`src/rtl/irx_pkg.sv`:
```
package irx_pkg;
   typedef struct packed {
      logic crc;
      logic ovr;
      logic eof;
   } rx_tag_t;

   typedef enum logic [1:0] {
      TRIG_LO  = 2'd0,
      TRIG_MID = 2'd1,
      TRIG_HI  = 2'd2,
      TRIG_RSV = 2'd3
   } trig_sel_e;

   localparam int STAT_W   = 8;
   localparam int SB_RNE   = 0;
   localparam int SB_TNF   = 1;
   localparam int SB_CRC   = 2;
   localparam int SB_OVR   = 3;
   localparam int SB_EOF   = 4;
   localparam int SB_FRE   = 5;
   localparam int SB_RAB   = 6;
   localparam int SB_EOE   = 7;
endpackage

```
`src/rtl/irx_fifo_core.sv`:
```
module irx_fifo_core
   import irx_pkg::*;
#(
   parameter int DEPTH  = 64,
   parameter int DATA_W = 8,
   localparam int AW = $clog2(DEPTH),
   localparam int CW = $clog2(DEPTH + 1)
) (
   input  logic              clk,
   input  logic              rst_n,
   input  logic              push,
   input  logic [DATA_W-1:0] push_data,
   input  rx_tag_t           push_tag,
   input  logic              pop,
   output logic [DATA_W-1:0] head_data,
   output rx_tag_t           head_tag,
   output logic [CW-1:0]     level,
   output logic              empty,
   output logic              full
);
   if ((1 << AW) != DEPTH) begin : g_depth_chk
      $error("irx_fifo_core: DEPTH must be a power of two");
   end

   logic [DATA_W-1:0] dmem [DEPTH];
   rx_tag_t           tmem [DEPTH];
   logic [AW-1:0]     wp, rp;
   logic              do_pop, accept, mark_ovr;
   logic [AW-1:0]     last_wp;

   assign empty    = (level == '0);
   assign full     = (level == CW'(DEPTH));
   assign do_pop   = pop && !empty;
   assign accept   = push && (!full || do_pop);
   assign mark_ovr = push && full && !do_pop;
   assign last_wp  = wp - AW'(1);

   always_ff @(posedge clk) begin
      if (accept) begin
         dmem[wp] <= push_data;
         tmem[wp] <= push_tag;
      end else if (mark_ovr) begin
         tmem[last_wp].ovr <= 1'b1;
      end
   end

   always_ff @(posedge clk or negedge rst_n) begin
      if (!rst_n) begin
         wp    <= '0;
         rp    <= '0;
         level <= '0;
      end else begin
         if (accept) wp <= wp + AW'(1);
         if (do_pop) rp <= rp + AW'(1);
         case ({accept, do_pop})
            2'b10:   level <= level + CW'(1);
            2'b01:   level <= level - CW'(1);
            default: level <= level;
         endcase
      end
   end

   assign head_data = empty ? '0 : dmem[rp];
   assign head_tag  = empty ? '0 : tmem[rp];
endmodule

```
`src/rtl/irx_svc_gen.sv`:
```
module irx_svc_gen
   import irx_pkg::*;
#(
   parameter int DEPTH     = 64,
   parameter int BASE_TRIG = 8,
   localparam int CW = $clog2(DEPTH + 1)
) (
   input  logic [CW-1:0] level,
   input  logic [1:0]    trig,
   input  logic          irq_en,
   output logic          svc_req
);
   localparam int TOP_TRIG = BASE_TRIG * 4;

   if (TOP_TRIG > DEPTH) begin : g_trig_chk
      $error("irx_svc_gen: largest threshold exceeds DEPTH");
   end

   logic [CW-1:0] thr;

   always_comb begin
      case (trig_sel_e'(trig))
         TRIG_LO:  thr = CW'(BASE_TRIG);
         TRIG_MID: thr = CW'(BASE_TRIG * 2);
         default:  thr = CW'(TOP_TRIG);
      endcase
   end

   assign svc_req = irq_en && (level >= thr);
endmodule

```
`src/rtl/irx_stat_fifo.sv`:
```
module irx_stat_fifo
   import irx_pkg::*;
#(
   parameter int DEPTH     = 64,
   parameter int DATA_W    = 8,
   parameter int BASE_TRIG = 8,
   localparam int CW = $clog2(DEPTH + 1)
) (
   input  logic              clk,
   input  logic              rst_n,
   input  logic              wr_valid,
   input  logic [DATA_W-1:0] wr_data,
   input  logic              wr_crc_err,
   input  logic              wr_ovr,
   input  logic              wr_eof,
   input  logic              ctl_we,
   input  logic [3:0]        ctl_wdata,
   input  logic              ev_frame_err,
   input  logic              ev_abort,
   input  logic              clr_we,
   input  logic [1:0]        clr_mask,
   input  logic              tx_not_full,
   input  logic              rd_pop,
   output logic [DATA_W-1:0] rd_data,
   output logic [STAT_W-1:0] stat_word,
   output logic              svc_req,
   output logic              end_err
);
   logic          rx_en, irq_en;
   logic [1:0]    trig;
   logic          fre_q, rab_q;
   rx_tag_t       in_tag, hd_tag;
   logic [CW-1:0] level;
   logic          empty, full;

   always_ff @(posedge clk or negedge rst_n) begin
      if (!rst_n) begin
         rx_en  <= 1'b0;
         irq_en <= 1'b0;
         trig   <= 2'd0;
      end else if (ctl_we) begin
         rx_en  <= ctl_wdata[0];
         irq_en <= ctl_wdata[1];
         trig   <= ctl_wdata[3:2];
      end
   end

   always_ff @(posedge clk or negedge rst_n) begin
      if (!rst_n) begin
         fre_q <= 1'b0;
         rab_q <= 1'b0;
      end else begin
         fre_q <= ev_frame_err || (fre_q && !(clr_we && clr_mask[0]));
         rab_q <= ev_abort     || (rab_q && !(clr_we && clr_mask[1]));
      end
   end

   assign in_tag = '{crc: wr_crc_err, ovr: wr_ovr, eof: wr_eof};

   irx_fifo_core #(.DEPTH(DEPTH), .DATA_W(DATA_W)) u_core (
      .clk       (clk),
      .rst_n     (rst_n),
      .push      (wr_valid && rx_en),
      .push_data (wr_data),
      .push_tag  (in_tag),
      .pop       (rd_pop),
      .head_data (rd_data),
      .head_tag  (hd_tag),
      .level     (level),
      .empty     (empty),
      .full      (full)
   );

   irx_svc_gen #(.DEPTH(DEPTH), .BASE_TRIG(BASE_TRIG)) u_svc (
      .level   (level),
      .trig    (trig),
      .irq_en  (irq_en),
      .svc_req (svc_req)
   );

   assign end_err = hd_tag.crc || hd_tag.ovr || hd_tag.eof;

   always_comb begin
      stat_word         = '0;
      stat_word[SB_RNE] = !empty;
      stat_word[SB_TNF] = tx_not_full;
      stat_word[SB_CRC] = hd_tag.crc;
      stat_word[SB_OVR] = hd_tag.ovr;
      stat_word[SB_EOF] = hd_tag.eof;
      stat_word[SB_FRE] = fre_q;
      stat_word[SB_RAB] = rab_q;
      stat_word[SB_EOE] = end_err;
   end
endmodule

```
`config.mk`:
```
export PLATFORM = sky130hd
export DESIGN_NAME = irx_stat_fifo
export DESIGN_NICKNAME = d
export VERILOG_FILES = /design/src/rtl/irx_pkg.sv /design/src/rtl/irx_fifo_core.sv /design/src/rtl/irx_svc_gen.sv /design/src/rtl/irx_stat_fifo.sv
export SDC_FILE = /design/constraint.sdc
export NUM_CORES = 1
export LEC_CHECK = 0
export BUFFER_PORTS_ARGS = -buffer_cell sky130_fd_sc_hd__buf_4
export CAP_MARGIN = 20
export CELL_PAD_IN_SITES_DETAIL_PLACEMENT = 1
export CELL_PAD_IN_SITES_GLOBAL_PLACEMENT = 1
export CORE_UTILIZATION = 49
export DETAILED_ROUTE_END_ITERATION = 10
export GPL_ROUTABILITY_DRIVEN = 1
export HOLD_SLACK_MARGIN = 0.05
export PLACE_DENSITY = 0.73
export SYNTH_ARGS = -nofsm -noshare
export SYNTH_HDL_FRONTEND = slang
export SYNTH_HIERARCHICAL = 1
export SYNTH_SLANG_ARGS = --single-unit
```
`constraint.sdc`:
```
create_clock -name clk -period 3.5 [get_ports clk]
set_clock_uncertainty 0.2 [all_clocks]
set_input_delay 0.7 -clock clk [delete_from_list [all_inputs] [get_ports clk]]
set_output_delay 0.7 -clock clk [all_outputs]
set_load 0.05 [all_outputs]
```
==> flow_metrics.env, run 1 <==
export IMPL_outcome="finished, violations left"
export IMPL_violations="setup timing"
export IMPL_grt_max_degree=65
export IMPL_worstMarginPinSlew_ps=1010
export IMPL_cts_reportedPaths_clkPinSlew_ps=60
export IMPL_path_cells="buf_12 -> buf_12 -> buf_12 -> buf_8 -> mux2i_1 -> o22ai_1 -> a211oi_1 -> a21oi_1 -> a22o_2 -> or3_4 -> buf_8"
export IMPL_synth_nets=1640
export IMPL_drc=0
export IMPL_final_net_count=1895
export IMPL_final_util_pct=60.6
export IMPL_clk_latency_ps=620
export IMPL_fp_dieW_um=246
export IMPL_cts_tree="built"
export IMPL_final_cell_mix="edfxtp_1, buf_4, nor2_1, mux4_2, clkbuf_16"
export IMPL_wl_met2_mm=41.3
export IMPL_place_congestion=0.779
export IMPL_yosys_warnings=6
export IMPL_syn_avg_cell_area_um2=18.3
export IMPL_syn_area_um2=29300
export IMPL_start_util_pct=49.6
export IMPL_crit_family="compound AO/OA/AOI/OAI gates"
export IMPL_worst_setup_path_type="flip-flop to output pin"
export IMPL_setup_violations=13
export IMPL_topRoutingLayerUsed="met4"
export IMPL_diodes=0
export IMPL_p_per_area_nw_per_um2=831
export IMPL_endpoint_kind="output pin"
export IMPL_grt_pass1_wl_mm=116
export IMPL_fillers=5083
export IMPL_cts_sinks=729
export IMPL_cp_data_required_time_ps=2600
export IMPL_cp_num_buf_inv=5
export IMPL_root_buffer="clkbuf_16"
export IMPL_ir_worst_vdd_uv=1300
export IMPL_die_area_um2=60700
export IMPL_numCtsBuffers=77
export IMPL_port_buffers=41
export IMPL_dp_slack_ps=-265
export IMPL_hold_class="input port to flip-flop"
export IMPL_cap_violations=0
export IMPL_gr_total_overflow=0
export IMPL_layout_commonest_cell="edfxtp_1"
export IMPL_fin_ws_ps=-709
export IMPL_cts_htree_levels=3
export IMPL_dp_cells=2485
export IMPL_ff_latch_area_um2=21800
export IMPL_max_stage_delay_ps=520
export IMPL_drt_wl_total_mm=80.6
export IMPL_vias=16700
export IMPL_min_period_ps=4210
export IMPL_placed_cell_area_um2=31800
export IMPL_dr_wl_met3_mm=5.26
export IMPL_met1_length_mm=31.9
export IMPL_max_freq_mhz=238
export IMPL_wl_per_cell_um=29.9
export IMPL_critPathLaunchType="flip-flop"
export IMPL_power_leakage_nw=11.9
export IMPL_ios=44
export IMPL_slew_headroom_pct=32.4
export IMPL_rsz0062_at_grt="yes"
export IMPL_detail_route_antenna_nets=0
export IMPL_hpwl_mm=46.9
export IMPL_area_delta_synth_final_pct=22.2
export IMPL_worst_path_most_repeated_cell="buf_12"
export IMPL_cts_max_path_buffers=3
export IMPL_grt_pass1_vias=17600
export IMPL_drt_first_pass_iters=5
export IMPL_multi_input_area_um2=7630
export IMPL_chipHeight_um=246
export IMPL_slew_viol_final=0
export IMPL_dr_first_iter_drc_count=1613
export IMPL_final_area_um2=35700
export IMPL_finalNonFillerCells=2691
export IMPL_core_um2=59000
export IMPL_cp_max_fo=8
export IMPL_row_count=89
export IMPL_hold_viol_final=0
export IMPL_antenna_found_initial=0
export IMPL_worstPathArrival_ps=3310
export IMPL_fin_tns_setup_ps=-6960
export IMPL_track_usage_pct=26.2
export IMPL_crit_slowest_cell="dfrtp_4"
export IMPL_layout_drive_gt1_share_pct=33.6
export IMPL_viasPerCell=6.21
export IMPL_synthCells=1602
export IMPL_fin_crit_sh_pct=120
[area by class of cell]
| cell class | instances | share of cell area, % |
|---|---|---|
| multi-input combinational | 760 | 21.4 |
| timing repair buffer | 275 | 8.12 |
| clock buffer | 95 | 5.84 |
| sequential | 729 | 60.9 |
| tap | 773 | 2.71 |
| inverter | 14 | 0.147 |
| clock inverter | 45 | 0.896 |
[stage by stage]
| stage | power (mW) | hold WS [ps] |
|---|---|---|
| 2_1_floorplan | 16.0 | 204 |
| 3_3_place_gp | 19.2 | 262 |
| 3_5_place_dp | 19.5 | 286 |
| 4_1_cts | 28.7 | 87.8 |
| 5_1_grt | 30.6 | 108 |
| 6_report | 29.7 | 114 |
[power breakdown]
part | switching (mW) | internal, mW | total [mW] | leakage (nW)
combinational | 6.37 | 5.34 | 11.7 | 4.08
clock | 3.41 | 4.47 | 7.88 | 1.19
sequential | 0.275 | 9.83 | 10.1 | 6.62
[flip-flops by register name (all words and copies together), names as in the netlist, 2 cells and up]
signal,cells
u_core/dmem,512
u_core/level,7
u_core/rp,6
u_core/tmem,192
u_core/wp,6
trig,2
[routing by layer]
layer	vias up	track usage (%)
met2	710	44.2
met3	144	4.11
li1	6952	-
met1	8900	35.1
met5	-	0
met4	0	8.26
[final timing paths]
kind / depth (start not counted) / from / end / slack [ps]
min reg2reg: 1 / fre_q$_DFF_PN0_ / fre_q$_DFF_PN0_ / 300
max reg2reg: 7 / u_core/level[5]$_DFFE_PN0P_ / u_core/tmem[20][2]$_DFFE_PP_ / 110
max: 11 / u_core/rp[0]$_DFFE_PN0N_ / stat_word[7] / -710
min: 2 / ctl_wdata[3] / trig[1]$_DFFE_PN0P_ / 110
min in group asynchronous: 2 / rst_n / u_core/wp[0]$_DFFE_PN0P_ / 340
max in group asynchronous: 2 / rst_n / u_core/rp[4]$_DFFE_PN0N_ / 2450
[repair_timing]
item                                    in CTS  in global routing
cloned                                       4                  6
pin swaps                                   23                 41
gates resized for setup                     96                 60
setup buffers                               32                 32
endpoints found under the hold margin       27                  0
endpoints found under the setup margin      31                139
hold buffers                                 3                  0
(Power assumes the default switching activity.)
==> run 2: changes to the inputs <==
--- a/config.mk
+++ b/config.mk
@@ -9,12 +9,11 @@
 export CAP_MARGIN = 20
 export CELL_PAD_IN_SITES_DETAIL_PLACEMENT = 1
 export CELL_PAD_IN_SITES_GLOBAL_PLACEMENT = 1
-export CORE_UTILIZATION = 49
+export CORE_UTILIZATION = 50
 export DETAILED_ROUTE_END_ITERATION = 10
 export GPL_ROUTABILITY_DRIVEN = 1
 export HOLD_SLACK_MARGIN = 0.05
-export PLACE_DENSITY = 0.73
+export PLACE_DENSITY = 0.74
 export SYNTH_ARGS = -nofsm -noshare
 export SYNTH_HDL_FRONTEND = slang
-export SYNTH_HIERARCHICAL = 1
 export SYNTH_SLANG_ARGS = --single-unit
==> run 2 against run 1 <==
Net effect:
- the flow still finishes with violations (setup timing)
- sequential cell count unchanged
- area after synthesis is 1.8% higher
- fmax grew 0.87%
- power fell by 0.19%
- cell area shrank 0.75%
- final cell count is 1.3% lower
- sequential share of layout area increased by 0.47 points
- routed wire length is 0.22% higher
- core utilization decreased by 0.34 points
- largest power group unchanged
==> flow_metrics.env, run 2 <==
export IMPL_top_regs="u_core.dmem x512, u_core.tmem x192, u_core.level x7"
export IMPL_ios=44
export IMPL_max_freq_mhz=240
export IMPL_hold_class="input port to flip-flop"
export IMPL_outcome="finished, violations left"
export IMPL_viasPerCell=6.22
export IMPL_numCtsBuffers=75
export IMPL_area_delta_synth_final_pct=19.1
export IMPL_cts_reportedPaths_clkPinSlew_ps=70
export IMPL_hpwl_mm=47.1
export IMPL_synth_yosys_seq_area_share_pct=73.1
export IMPL_slew_headroom_pct=37.9
export IMPL_synth_common_cells="edfxtp_1, nor2_1, mux4_2"
export IMPL_cts_tree="built"
export IMPL_syn_avg_cell_area_um2=18.4
export IMPL_swShare_pct=33.3
export IMPL_switching_power_mw=9.86
export IMPL_crit_family="compound AO/OA/AOI/OAI gates"
export IMPL_fin_crit_sh_pct=119
export IMPL_path_cells="buf_6 -> buf_16 -> mux4_2 -> nor2b_1 -> a211oi_2 -> a2111oi_4 -> a31o_2 -> or3_4 -> buf_6"
export IMPL_hold_viol_final=0
export IMPL_chipHeight_um=246
export IMPL_endpoint_kind="output pin"
export IMPL_layout_drive_gt1_share_pct=31.6
export IMPL_synth_distinct_cells=64
export IMPL_antenna_found_initial=0
export IMPL_worstMarginPinSlew_ps=927
export IMPL_slew_viol_final=0
export IMPL_async_flop_share_pct=3.43
export IMPL_final_cell_mix="edfxtp_1, nor2_1, buf_4, mux4_2, mux2i_1"
export IMPL_drt_first_pass_iters=5
export IMPL_drc=0
export IMPL_cp_max_fo=7
export IMPL_core_um2=58900
export IMPL_track_usage_pct=26.7
export IMPL_largest_reg_flops=512
export IMPL_grt_pass1_vias=17400
export IMPL_crit_slowest_cell="mux4_2"
export IMPL_p_per_area_nw_per_um2=836
export IMPL_seqPwrFrac_pct=34.2
export IMPL_synth_main_ff_cell="edfxtp_1"
export IMPL_rsz0062_at_grt="yes"
export IMPL_synth_edf_count=704
export IMPL_yosysMostFrequentCell="edfxtp_1"
export IMPL_yosys_top_cells_area="edfxtp_1, mux4_2, mux2i_1"
export IMPL_vias=16500
export IMPL_fin_tns_setup_ps=-7440
export IMPL_clk_latency_ps=610
export IMPL_cts_sinks=729
export IMPL_combPwrFrac_pct=38.9
export IMPL_cp_data_required_time_ps=2600
export IMPL_start_util_pct=50.6
export IMPL_cp_num_buf_inv=3
export IMPL_dr_first_iter_drc_count=1511
export IMPL_worst_path_most_repeated_cell="buf_6"
export IMPL_drt_wl_total_mm=80.8
export IMPL_root_buffer="clkbuf_16"
export IMPL_final_area_um2=35500
export IMPL_setup_violations=13
export IMPL_synth_area_leader_cell="edfxtp_1"
export IMPL_min_period_ps=4170
export IMPL_row_count=89
export IMPL_detail_route_antenna_nets=0
export IMPL_final_net_count=1862
export IMPL_power_leakage_nw=11.7
export IMPL_gr_total_overflow=0
export IMPL_internal_power_mw=19.8
export IMPL_synthCells=1620
export IMPL_pwr_share_clk_pct=26.8
export IMPL_wl_per_cell_um=30.4
export IMPL_diodes=0
export IMPL_synth_seq_cells=729
export IMPL_cap_violations=0
export IMPL_critPathLaunchType="flip-flop"
export IMPL_grt_max_degree=65
export IMPL_cts_htree_levels=3
export IMPL_die_area_um2=60600
export IMPL_fin_ws_ps=-673
export IMPL_cts_max_path_buffers=3
export IMPL_top_register="u_core.dmem"
export IMPL_syn_area_um2=29800
export IMPL_port_buffers=41
export IMPL_place_congestion=0.785
export IMPL_worst_setup_path_type="flip-flop to output pin"
export IMPL_placed_cell_area_um2=32000
export IMPL_violations="setup timing"
export IMPL_grt_pass1_wl_mm=116
export IMPL_max_stage_delay_ps=510
export IMPL_yosys_warnings=0
export IMPL_fp_dieW_um=246
export IMPL_synth_nets=1658
export IMPL_worstPathArrival_ps=3270
export IMPL_layout_commonest_cell="edfxtp_1"
export IMPL_ir_worst_vdd_uv=908
export IMPL_synth_top_cell_area_share_pct=71.0
[run 2: cell families after synthesis]
family	after synthesis	synth area share, %
DFF	729	73.1
and+or+nand+nor	350	5.27
muxes	265	15.6
AOI/OAI and AO/OA	134	3.04
buffers and inverters	115	2.07
xor gates and xnor gates	15	0.441
adders and majority gates	12	0.529
[run 2: worst paths after layout]
path | endpoint | cells past startpoint | startpoint | slack (ps)
min | rab_q$_DFF_PN0_ | 2 | ev_abort | 90
min reg2reg | fre_q$_DFF_PN0_ | 1 | fre_q$_DFF_PN0_ | 280
max | stat_word[7] | 9 | u_core.rp[0]$_DFFE_PN0P_ | -670
min in group asynchronous | u_core.rp[2]$_DFFE_PN0P_ | 2 | rst_n | 390
max reg2reg | u_core.level[6]$_DFFE_PN0P_ | 14 | u_core.level[5]$_DFFE_PN0P_ | 160
max in group asynchronous | u_core.rp[1]$_DFFE_PN0P_ | 2 | rst_n | 2350
[run 2: final cells by class]
| cell class | count | area (µm²) |
|---|---|---|
| inverter | 12 | 45.0 |
| clock inverter | 46 | 432 |
| sequential | 729 | 21800 |
| timing repair buffer | 230 | 2490 |
| tap | 773 | 967 |
| multi-input combinational | 776 | 7780 |
| fill | 5076 | 23400 |
| clock buffer | 89 | 1970 |
[run 2: power by group through the flow]
stage	Clock [mW]	Sequential, mW	Combinational, mW
5_1_grt	8.34	10.2	12.0
3_5_place_dp	0	10.3	9.65
2_1_floorplan	0	10.1	6.31
4_1_cts	8.04	10.1	10.9
6_report	7.96	10.2	11.5
3_3_place_gp	0	10.3	9.45
[run 2: metrics by stage]
stage	cells	setup WS (ps)	util [%]	hold slack, ps	power [mW]
after CTS	2636	-639	59.6	51.8	29.1
after global routing	2655	-720	60.2	82.9	30.5
after global placement	2474	-128	54.3	265	19.7
after detailed placement	2474	-247	54.3	267	20.0
after floorplan	1620	-232	-	204	16.4
final	2655	-673	60.2	90.6	29.6
[run 2: layer usage]
layer  global-route usage (%)  share of wire (%)
met1                     35.0                 39
met2                     44.5                 51
met3                     4.96                6.7
met4                     10.3                3.3
met5                        0                  0
[run 2: repair_timing]
item / 4_1_cts / 5_1_grt
endpoints found under the hold margin: 26 / 0
setup endpoints to repair: 14 / 78
resized for setup: 79 / 35
buffers inserted: 19 / 13
gates cloned: 7 / 5
hold buffers: 2 / 0
pin swaps: 17 / 20
